==> config.mk <==
export PLATFORM = sky130hd
export DESIGN_NAME = snd_reg_bank
export DESIGN_NICKNAME = d
export VERILOG_FILES = /design/src/rtl/snd_bank_pkg.sv /design/src/rtl/snd_addr_decode.sv /design/src/rtl/snd_write_gate.sv /design/src/rtl/snd_reg_store.sv /design/src/rtl/snd_read_mux.sv /design/src/rtl/snd_reg_bank.sv
export SDC_FILE = /design/constraint.sdc
export NUM_CORES = 1
export LEC_CHECK = 0
export ABC_AREA = 0
export BUFFER_PORTS_ARGS = -buffer_cell sky130_fd_sc_hd__buf_2
export CELL_PAD_IN_SITES_DETAIL_PLACEMENT = 1
export CELL_PAD_IN_SITES_GLOBAL_PLACEMENT = 1
export CORE_AREA = 4 4 174 176
export CTS_CLUSTER_SIZE = 8
export DETAILED_ROUTE_END_ITERATION = 12
export DIE_AREA = 0 0 178 180
export GPL_ROUTABILITY_DRIVEN = 0
export PLACE_DENSITY_LB_ADDON = 0.1
export SKIP_LAST_GASP = 1
export SYNTH_ARGS = -nofsm -noshare
export SYNTH_HDL_FRONTEND = slang
export SYNTH_SLANG_ARGS = --single-unit
==> constraint.sdc <==
create_clock -name clk -period 6.1 [get_ports clk]
set_clock_uncertainty 0.05 [all_clocks]
set_input_delay 0.305 -clock clk [delete_from_list [all_inputs] [get_ports clk]]
set_output_delay 0.305 -clock clk [all_outputs]
set_load 0.02 [all_outputs]
==> src/rtl/snd_bank_pkg.sv <==
// Shared constants, the register kind type and computed per-offset tables
// for the sound register bank. Assumes 8-bit registers and four channels
// of five slots each, followed by volume, panning and master bytes.
package snd_bank_pkg;
    localparam int BYTE_W       = 8;
    localparam int NUM_CH       = 4;
    localparam int SLOTS_PER_CH = 5;
    localparam int CHAN_REGS    = NUM_CH * SLOTS_PER_CH;
    localparam int IDX_VOL      = CHAN_REGS;
    localparam int IDX_PAN      = CHAN_REGS + 1;
    localparam int IDX_MASTER   = CHAN_REGS + 2;
    localparam int NUM_REGS     = CHAN_REGS + 3;
    localparam int IDX_W        = $clog2(NUM_REGS);
    localparam int CH_W         = $clog2(NUM_CH);
    localparam int SLOT_W       = $clog2(SLOTS_PER_CH);
    localparam int SLOT_LEN     = 1;
    localparam int CH_WAVE      = 2;
    localparam int CH_NOISE     = 3;
    localparam int EN_BIT       = 7;
    localparam int STATUS_W     = NUM_CH;

    typedef enum logic [1:0] {
        RK_NONE,
        RK_CHAN,
        RK_MIX,
        RK_MASTER
    } reg_kind_e;

    // Square channel 1 and the noise channel have no slot 0.
    function automatic logic slot_exists(input int ch, input int slot);
        return !(slot == 0 && (ch == 1 || ch == CH_NOISE));
    endfunction

    // Bits that read as one regardless of storage.
    function automatic logic [BYTE_W-1:0] read_mask(input int idx);
        int ch;
        int slot;
        logic [BYTE_W-1:0] m;
        m = 8'hFF;
        if (idx == IDX_VOL || idx == IDX_PAN) begin
            m = 8'h00;
        end else if (idx == IDX_MASTER) begin
            m = 8'h70;
        end else if (idx < CHAN_REGS) begin
            ch   = idx / SLOTS_PER_CH;
            slot = idx % SLOTS_PER_CH;
            case (slot)
                0: m = (ch == 0) ? 8'h80 : ((ch == CH_WAVE) ? 8'h7F : 8'hFF);
                1: m = (ch < CH_WAVE) ? 8'h3F : 8'hFF;
                2: m = (ch == CH_WAVE) ? 8'h9F : 8'h00;
                3: m = (ch == CH_NOISE) ? 8'h00 : 8'hFF;
                default: m = 8'hBF;
            endcase
        end
        return m;
    endfunction

    // Stored value after reset.
    function automatic logic [BYTE_W-1:0] rst_value(input int idx);
        logic [BYTE_W-1:0] v;
        case (idx)
            0:          v = 8'h80;
            1:          v = 8'hBF;
            2:          v = 8'hF3;
            IDX_VOL:    v = 8'h77;
            IDX_PAN:    v = 8'hF3;
            IDX_MASTER: v = 8'h80;
            default:    v = 8'h00;
        endcase
        return v;
    endfunction

    // Bits of the length byte forwarded to the channel's counter.
    function automatic logic [BYTE_W-1:0] len_mask(input int ch);
        return (ch == CH_WAVE) ? 8'hFF : 8'h3F;
    endfunction

    // Channels whose length byte stays writable in legacy mode when disabled.
    function automatic logic legacy_open(input int ch);
        return (ch == CH_WAVE) || (ch == CH_NOISE);
    endfunction
endpackage

==> src/rtl/snd_addr_decode.sv <==
// Address decoder: turns a bus offset into a register kind, a flat index,
// and the channel and slot of a channel register. Assumes ADDR_W is wide
// enough to reach every register and no wider than 30 bits.
module snd_addr_decode
    import snd_bank_pkg::*;
#(
    parameter int ADDR_W = 5
) (
    input  logic [ADDR_W-1:0] addr_i,
    output reg_kind_e         kind_o,
    output logic              in_range_o,
    output logic [IDX_W-1:0]  idx_o,
    output logic [CH_W-1:0]   ch_o,
    output logic [SLOT_W-1:0] slot_o
);
    // Classify the offset and split channel registers into channel and slot.
    always_comb begin
        int a;
        a          = int'(addr_i);
        kind_o     = RK_NONE;
        in_range_o = (a < NUM_REGS);
        idx_o      = '0;
        ch_o       = '0;
        slot_o     = '0;
        if (a < NUM_REGS) begin
            idx_o = IDX_W'(a);
        end
        for (int c = 0; c < NUM_CH; c++) begin
            if (a >= c * SLOTS_PER_CH && a < (c + 1) * SLOTS_PER_CH) begin
                ch_o   = CH_W'(c);
                slot_o = SLOT_W'(a - c * SLOTS_PER_CH);
                if (slot_exists(c, a - c * SLOTS_PER_CH)) begin
                    kind_o = RK_CHAN;
                end
            end
        end
        if (a == IDX_VOL || a == IDX_PAN) begin
            kind_o = RK_MIX;
        end
        if (a == IDX_MASTER) begin
            kind_o = RK_MASTER;
        end
    end
endmodule

==> src/rtl/snd_write_gate.sv <==
// Write gating: decides whether a bus write stores, what byte it stores,
// and whether it raises a length reload. Purely combinational; assumes the
// kind, channel and slot come from snd_addr_decode for the same address.
module snd_write_gate
    import snd_bank_pkg::*;
(
    input  logic              wr_i,
    input  reg_kind_e         kind_i,
    input  logic [IDX_W-1:0]  idx_i,
    input  logic [CH_W-1:0]   ch_i,
    input  logic [SLOT_W-1:0] slot_i,
    input  logic [BYTE_W-1:0] wdata_i,
    input  logic              en_i,
    input  logic              legacy_i,
    output logic              st_we_o,
    output logic [IDX_W-1:0]  st_idx_o,
    output logic [BYTE_W-1:0] st_data_o,
    output logic [NUM_CH-1:0] ld_o,
    output logic [BYTE_W-1:0] ld_val_o
);
    logic is_len;
    logic open_len;

    // Length slot detection and the legacy bypass for wave and noise.
    always_comb begin
        is_len   = (kind_i == RK_CHAN) && (int'(slot_i) == SLOT_LEN);
        open_len = is_len && legacy_i && legacy_open(int'(ch_i));
    end

    // Select store enable, stored byte and length reload for this write.
    always_comb begin
        st_we_o   = 1'b0;
        st_idx_o  = idx_i;
        st_data_o = '0;
        ld_o      = '0;
        ld_val_o  = '0;
        if (wr_i) begin
            case (kind_i)
                RK_MASTER: begin
                    st_we_o           = 1'b1;
                    st_data_o[EN_BIT] = wdata_i[EN_BIT];
                end
                RK_MIX: begin
                    st_we_o   = 1'b1;
                    st_data_o = en_i ? wdata_i : '0;
                end
                RK_CHAN: begin
                    st_we_o   = 1'b1;
                    st_data_o = (en_i || open_len) ? wdata_i : '0;
                    if (is_len && (en_i || legacy_i)) begin
                        ld_o[ch_i] = 1'b1;
                        ld_val_o   = wdata_i & len_mask(int'(ch_i));
                    end
                end
                default: begin
                    st_we_o = 1'b0;
                end
            endcase
        end
    end
endmodule

==> src/rtl/snd_reg_store.sv <==
// Register storage: one byte per offset with computed reset values, plus
// the registered length reload pulse and per-channel reload values.
// Assumes at most one store and one reload bit per cycle.
module snd_reg_store
    import snd_bank_pkg::*;
(
    input  logic                       clk,
    input  logic                       rst_n,
    input  logic                       we_i,
    input  logic [IDX_W-1:0]           widx_i,
    input  logic [BYTE_W-1:0]          wdata_i,
    input  logic [NUM_CH-1:0]          ld_i,
    input  logic [BYTE_W-1:0]          ld_val_i,
    output logic [NUM_REGS*BYTE_W-1:0] q_flat_o,
    output logic                       en_o,
    output logic [NUM_CH-1:0]          len_load_o,
    output logic [NUM_CH*BYTE_W-1:0]   len_value_o
);
    logic [BYTE_W-1:0] q [NUM_REGS];

    for (genvar g = 0; g < NUM_REGS; g++) begin : g_reg
        // Hold one register byte, loaded when its index is written.
        always_ff @(posedge clk) begin
            if (!rst_n) begin
                q[g] <= rst_value(g);
            end else if (we_i && widx_i == IDX_W'(g)) begin
                q[g] <= wdata_i;
            end
        end
        assign q_flat_o[g*BYTE_W +: BYTE_W] = q[g];
    end

    assign en_o = q[IDX_MASTER][EN_BIT];

    // Register the reload pulse for exactly one cycle.
    always_ff @(posedge clk) begin
        if (!rst_n) begin
            len_load_o <= '0;
        end else begin
            len_load_o <= ld_i;
        end
    end

    for (genvar c = 0; c < NUM_CH; c++) begin : g_len
        // Keep the last reload value of one channel.
        always_ff @(posedge clk) begin
            if (!rst_n) begin
                len_value_o[c*BYTE_W +: BYTE_W] <= '0;
            end else if (ld_i[c]) begin
                len_value_o[c*BYTE_W +: BYTE_W] <= ld_val_i;
            end
        end
    end


    len_pulse_onehot_chk: assert property (@(posedge clk) disable iff (!rst_n)
        $onehot0(len_load_o));


    master_low_zero_chk: assert property (@(posedge clk) disable iff (!rst_n)
        q[IDX_MASTER][EN_BIT-1:0] == '0);
endmodule

==> src/rtl/snd_read_mux.sv <==
// Read path: selects the addressed byte, ORs in its fixed mask and splices
// the live channel status into the master byte. Out-of-range reads give
// all ones. Purely combinational.
module snd_read_mux
    import snd_bank_pkg::*;
(
    input  logic                       in_range_i,
    input  logic [IDX_W-1:0]           idx_i,
    input  logic [NUM_REGS*BYTE_W-1:0] q_flat_i,
    input  logic [STATUS_W-1:0]        status_i,
    output logic [BYTE_W-1:0]          rdata_o
);
    // Build the read byte from storage, mask and live status.
    always_comb begin
        rdata_o = '1;
        if (in_range_i) begin
            rdata_o = q_flat_i[int'(idx_i)*BYTE_W +: BYTE_W] | read_mask(int'(idx_i));
            if (idx_i == IDX_W'(IDX_MASTER)) begin
                rdata_o[STATUS_W-1:0] = status_i;
            end
        end
    end
endmodule

==> src/rtl/snd_reg_bank.sv <==
// Top of the sound register bank: decode, write gating, storage and read
// mux. Writes land on the edge sampling bus_wr; reads are combinational.
// Assumes a single bus master and a synchronous active-low reset.
module snd_reg_bank
    import snd_bank_pkg::*;
#(
    parameter int ADDR_W = 5
) (
    input  logic                       clk,
    input  logic                       rst_n,
    input  logic [ADDR_W-1:0]          bus_addr,
    input  logic                       bus_wr,
    input  logic [BYTE_W-1:0]          bus_wdata,
    output logic [BYTE_W-1:0]          bus_rdata,
    input  logic                       legacy_mode,
    input  logic [NUM_CH-1:0]          chan_active,
    output logic                       master_on,
    output logic [NUM_REGS*BYTE_W-1:0] reg_flat,
    output logic [NUM_CH-1:0]          len_load,
    output logic [NUM_CH*BYTE_W-1:0]   len_value
);
    localparam logic [ADDR_W-1:0] A_VOL    = ADDR_W'(IDX_VOL);
    localparam logic [ADDR_W-1:0] A_MASTER = ADDR_W'(IDX_MASTER);
    localparam logic [ADDR_W-1:0] A_SQ0LEN = ADDR_W'(SLOT_LEN);
    localparam logic [ADDR_W-1:0] A_LIMIT  = ADDR_W'(NUM_REGS);

    reg_kind_e         kind;
    logic              in_range;
    logic [IDX_W-1:0]  idx;
    logic [CH_W-1:0]   ch;
    logic [SLOT_W-1:0] slot;
    logic              st_we;
    logic [IDX_W-1:0]  st_idx;
    logic [BYTE_W-1:0] st_data;
    logic [NUM_CH-1:0] ld;
    logic [BYTE_W-1:0] ld_val;

    snd_addr_decode #(.ADDR_W(ADDR_W)) u_dec (
        .addr_i     (bus_addr),
        .kind_o     (kind),
        .in_range_o (in_range),
        .idx_o      (idx),
        .ch_o       (ch),
        .slot_o     (slot)
    );

    snd_write_gate u_gate (
        .wr_i      (bus_wr),
        .kind_i    (kind),
        .idx_i     (idx),
        .ch_i      (ch),
        .slot_i    (slot),
        .wdata_i   (bus_wdata),
        .en_i      (master_on),
        .legacy_i  (legacy_mode),
        .st_we_o   (st_we),
        .st_idx_o  (st_idx),
        .st_data_o (st_data),
        .ld_o      (ld),
        .ld_val_o  (ld_val)
    );

    snd_reg_store u_store (
        .clk         (clk),
        .rst_n       (rst_n),
        .we_i        (st_we),
        .widx_i      (st_idx),
        .wdata_i     (st_data),
        .ld_i        (ld),
        .ld_val_i    (ld_val),
        .q_flat_o    (reg_flat),
        .en_o        (master_on),
        .len_load_o  (len_load),
        .len_value_o (len_value)
    );

    snd_read_mux u_rmux (
        .in_range_i (in_range),
        .idx_i      (idx),
        .q_flat_i   (reg_flat),
        .status_i   (chan_active),
        .rdata_o    (bus_rdata)
    );


    locked_mix_zero_chk: assert property (@(posedge clk) disable iff (!rst_n)
        (bus_wr && !master_on && bus_addr == A_VOL)
        |=> (reg_flat[IDX_VOL*BYTE_W +: BYTE_W] == '0));


    locked_sq_len_zero_chk: assert property (@(posedge clk) disable iff (!rst_n)
        (bus_wr && !master_on && bus_addr == A_SQ0LEN)
        |=> (reg_flat[SLOT_LEN*BYTE_W +: BYTE_W] == '0));


    master_bit_chk: assert property (@(posedge clk) disable iff (!rst_n)
        (bus_wr && bus_addr == A_MASTER) |=> (master_on == $past(bus_wdata[EN_BIT])));


    status_live_chk: assert property (@(posedge clk) disable iff (!rst_n)
        (bus_addr == A_MASTER)
        |-> (bus_rdata[STATUS_W-1:0] == chan_active && bus_rdata[6:4] == 3'b111));


    oob_read_chk: assert property (@(posedge clk) disable iff (!rst_n)
        (bus_addr >= A_LIMIT) |-> (bus_rdata == 8'hFF));


    no_len_when_locked_chk: assert property (@(posedge clk) disable iff (!rst_n)
        (bus_wr && !master_on && !legacy_mode) |=> (len_load == '0));
endmodule

==> results.md <==
- Worst-Skew Late Latency: 560 ps
- P_int: between 2 and 3 mW
- Synth area leaders: edfxtp_1, nor2_1, dfxtp_1, mux2_2, mux2i_1
- Syn avg cell area: around 11 um2
- Crit. End Element: output pin
- Worst EP required: roughly 5700 ps
- Worst-path clk slew: roughly 50 ps
- Unique masters post-synth: 70
- CP Class: in -> out
- Period Utilization, post-route: 89.3%
- Hold Path Depth: 3
- Clock Path Buffers: 3
- Hold path endpoint: u_store.len_value_o[22]
- CTS buffer count: 31
- Syn Nets: 1031
- Final Hold Vio Count: 0
- Largest family of logic cells by synthesized area: simple AND/OR/NAND/NOR gates
- Post-Synth Simple-Gate Area: 16.2%
- Tot Pwr: between 3 and 4 mW
- Initial Util: a little under two fifths
- Critical Path Start: bus_addr[1]
- Fin Setup TNS: 0 ps
- Cell Pwr Density: 284 mW/mm2
- Post-synthesis register bit count: between 200 and 250
- Gr ovfl total: 0
- Dominant synthesized flop cell: edfxtp_1
- Final nets: about 1300
- RSZ-0062 raised after global routing: false
- DP HPWL: around 32 mm
- Mapped Area: between 0.01 and 0.015 mm2
- Pin count of the biggest net entering global routing: 48
- Largest area contributor in the synthesized netlist: edfxtp_1
- Synth Area in Compound Gates: 13.9%
- Core ar.: between 0.02 and 0.03 mm2
- Ant. Diodes: 0
- Layout area overhead: 23.6%
- Sequential fraction of the synthesis area: 57.8%
- CTS H-tree lvls: 1
- Asr flop ratio synth: 0%
- Share of layout cells above drive strength 1: a little under 30%
- Die Wd: between 150 and 200 um
- Sw Share: roughly 28%
- Non-filler cells, final: ~1600
- Synth Area in XOR/XNOR: 0.324%
- Synth top area share: roughly half
- Worst-margin pin slew: 1240 ps
- Drt wl/cell: ~27 um
- WP data arrival: slightly above 5000 ps
- Worst Setup Start Kind: primary input
- Global-route wire length before repair: between 60 and 70 mm
- I/O pins: 250
- 1st-pass router iterations: 5
- Die Ht: around 180 um
- Combinational share of power: around 14%
- NetSw: 1.05 mW
- Reg2reg start: u_store.q[2][55]
- FF-to-FF setup slack: between 3000 and 4000 ps
- # rows: 62
- Max-Cap Viols: 0
- Clk root buf: clkbuf_16
- Die ar.: ~0.032 mm2
- Placed cell count: between 1500 and 2000
- Fmax: 0.184 GHz
- Static leakage: roughly 5.4 nW
- Post-route ant nets: 0
- Post-synth EDFFs: 184
- Min-delay src: bus_wdata[6]
- Worst slew margin: between 10% and 20%
- Fin crit period: roughly 5400 ps
- Fin. max-slew vios: 0
- Vias in the first global route: roughly 9600
- Port buffer count: 249
- Worst r2r path cells: 5
- Status: finished clean
- Final WL: around 44 mm
- Post-CTS setup buffer count: 0
- Clock power share: 41.5%
- Sequential Power Share: between 40 and 50%
- HP Class: in -> reg
- Post-synthesis cell count: 989
- WHS: 34.2 ps
- Max rail drop VDD: 0.202 mV
- Total global-route track usage: a little over a quarter
- Detailed-route via count: 9481
- R2R Path End: u_store.q[1][51]
- Clock Sinks: 220
- Post-synthesis mux area share: roughly 5.7%
- Vias/cell: approximately 5.8
- Initial antenna violation count: 0
- Post-synthesis adder-cell area fraction: about 2.4%
- DRC violation count after routing: 0
- Iteration-0 DRC Markers: 1079
- Setup violators final: 0
- CP max FO: 11
- Yosys Warn Count: 0
- CTS tree: done
## how the worst max path moves through the flow
stage | end | slack (ps) | cells after the start
3_5_place_dp | bus_rdata[2] | 770 | 18
3_3_place_gp | bus_rdata[0] | 1000 | 18
5_1_grt | bus_rdata[2] | 240 | 18
6_report | bus_rdata[2] | 650 | 18
4_1_cts | bus_rdata[2] | 760 | 18
2_1_floorplan | bus_rdata[0] | 1470 | 18
## power by group through the flow
stage	combinational [mW]	clock [mW]	sequential [mW]
after floorplan	0.256	0	1.78
after global placement	0.504	0	1.73
after detailed placement	0.507	0	1.73
after CTS	0.511	1.59	1.70
after global routing	0.546	1.66	1.71
final	0.516	1.57	1.71
## placed cells by master (no fill, tap or decap), types with 3 or more instances in the layout
| master | count |
|---|---|
| xor2_1 | 3 |
| and3_1 | 8 |
| clkbuf_16 | 31 |
| o211ai_1 | 11 |
| nor2b_1 | 4 |
| mux2_2 | 28 |
| mux2i_1 | 30 |
| a211oi_1 | 7 |
| a21oi_1 | 32 |
| inv_1 | 13 |
| nor2_1 | 237 |
| or3_1 | 3 |
| ha_1 | 21 |
| edfxtp_1 | 184 |
| buf_2 | 249 |
| o21ai_0 | 35 |
| and2_1 | 9 |
| o2bb2ai_1 | 6 |
| nand3_4 | 4 |
| o22ai_1 | 13 |
| nand4_1 | 5 |
| nor3b_1 | 3 |
| nand2_1 | 58 |
| dfxtp_1 | 36 |
| nand3_1 | 32 |
| a21o_1 | 17 |
| a222oi_1 | 22 |
| nor3_1 | 12 |
| a22o_1 | 13 |
| buf_4 | 37 |
| clkbuf_1 | 16 |
| o221ai_1 | 9 |
| o21ai_1 | 3 |
| nand2b_1 | 8 |
| o21ai_2 | 3 |
| o31ai_1 | 4 |
| a31oi_1 | 4 |
## per-stage QoR
| step | area (um2) | setup slack (ps) | util (%) |
|---|---|---|---|
| final | 13300 | 655 | 46.6 |
| after global routing | 13300 | 239 | 46.6 |
| after CTS | 13300 | 762 | 46.6 |
| after detailed placement | 12500 | 769 | 43.6 |
| after global placement | 12500 | 1000 | 43.6 |
| after floorplan | 10800 | 1470 | - |
## metal layers
metal | GRT usage, % | share of wire [%]
met5 | 0 | 0
met1 | 38.1 | 42
met2 | 41.7 | 46
met3 | 4.45 | 9.0
met4 | 8.51 | 3.5
## cells by family after synthesis
family | count (synthesis)
compound gates | 204
simple gates | 393
buf+inv | 89
mux | 58
xor+xnor | 4
flops | 220
fa+ha+maj | 21
## critical path, stage by stage
cell       delay [ps]
buf_2             170
ha_1              300
nand2_1           260
nand2_1           400
inv_1             300
ha_1              400
nand2b_1          170
o211ai_1          300
nand3_1           280
xnor2_1           230
ha_1              220
inv_1              70
a2111oi_2         500
or3_1             200
nand3_2           120
o41ai_2           460
nand4_1           180
buf_2             200
## cell type report
cell class	instances	area, um2
repair buffers	287	1530
multi-input cells	680	4170
clock buffers	47	836
flip-flops and latches	220	6250
inverters	16	60.1
well taps	384	480
clock inverters	2	23.8
fillers	3189	15300
## Yosys cell counts, drive strengths merged, types with 2 or more instances
cell type / n
o22ai: 13
a21oi: 32
and2: 9
nor2: 238
inv: 15
a211oi: 7
and3: 8
o21ai: 41
o2bb2ai: 6
ha: 21
o211ai: 11
nor3: 12
mux2i: 30
nor2b: 5
edfxtp: 184
dfxtp: 36
o41ai: 3
a2bb2oi: 2
a22oi: 2
o2111ai: 2
o31ai: 5
nand2b: 8
o32ai: 2
nand4: 5
a221oi: 2
o311ai: 2
buf: 29
nor3b: 3
nand3: 37
a21o: 17
o221ai: 9
a222oi: 22
a31oi: 4
mux2: 28
a22o: 13
xor2: 3
clkbuf: 44
or3: 3
nand2: 58
## timing repair
action,in CTS,in global routing
hold buffers,1,0
resized for setup,0,0
endpoints found under the hold margin,1,0
## registers in the layout, summed over array words and instances, names as in the netlist
| signal | flops |
|---|---|
| u_store.len_load_o | 4 |
| u_store.q | 184 |
| u_store.len_value_o | 32 |
Note: power is estimated with default switching activity, not from simulation.
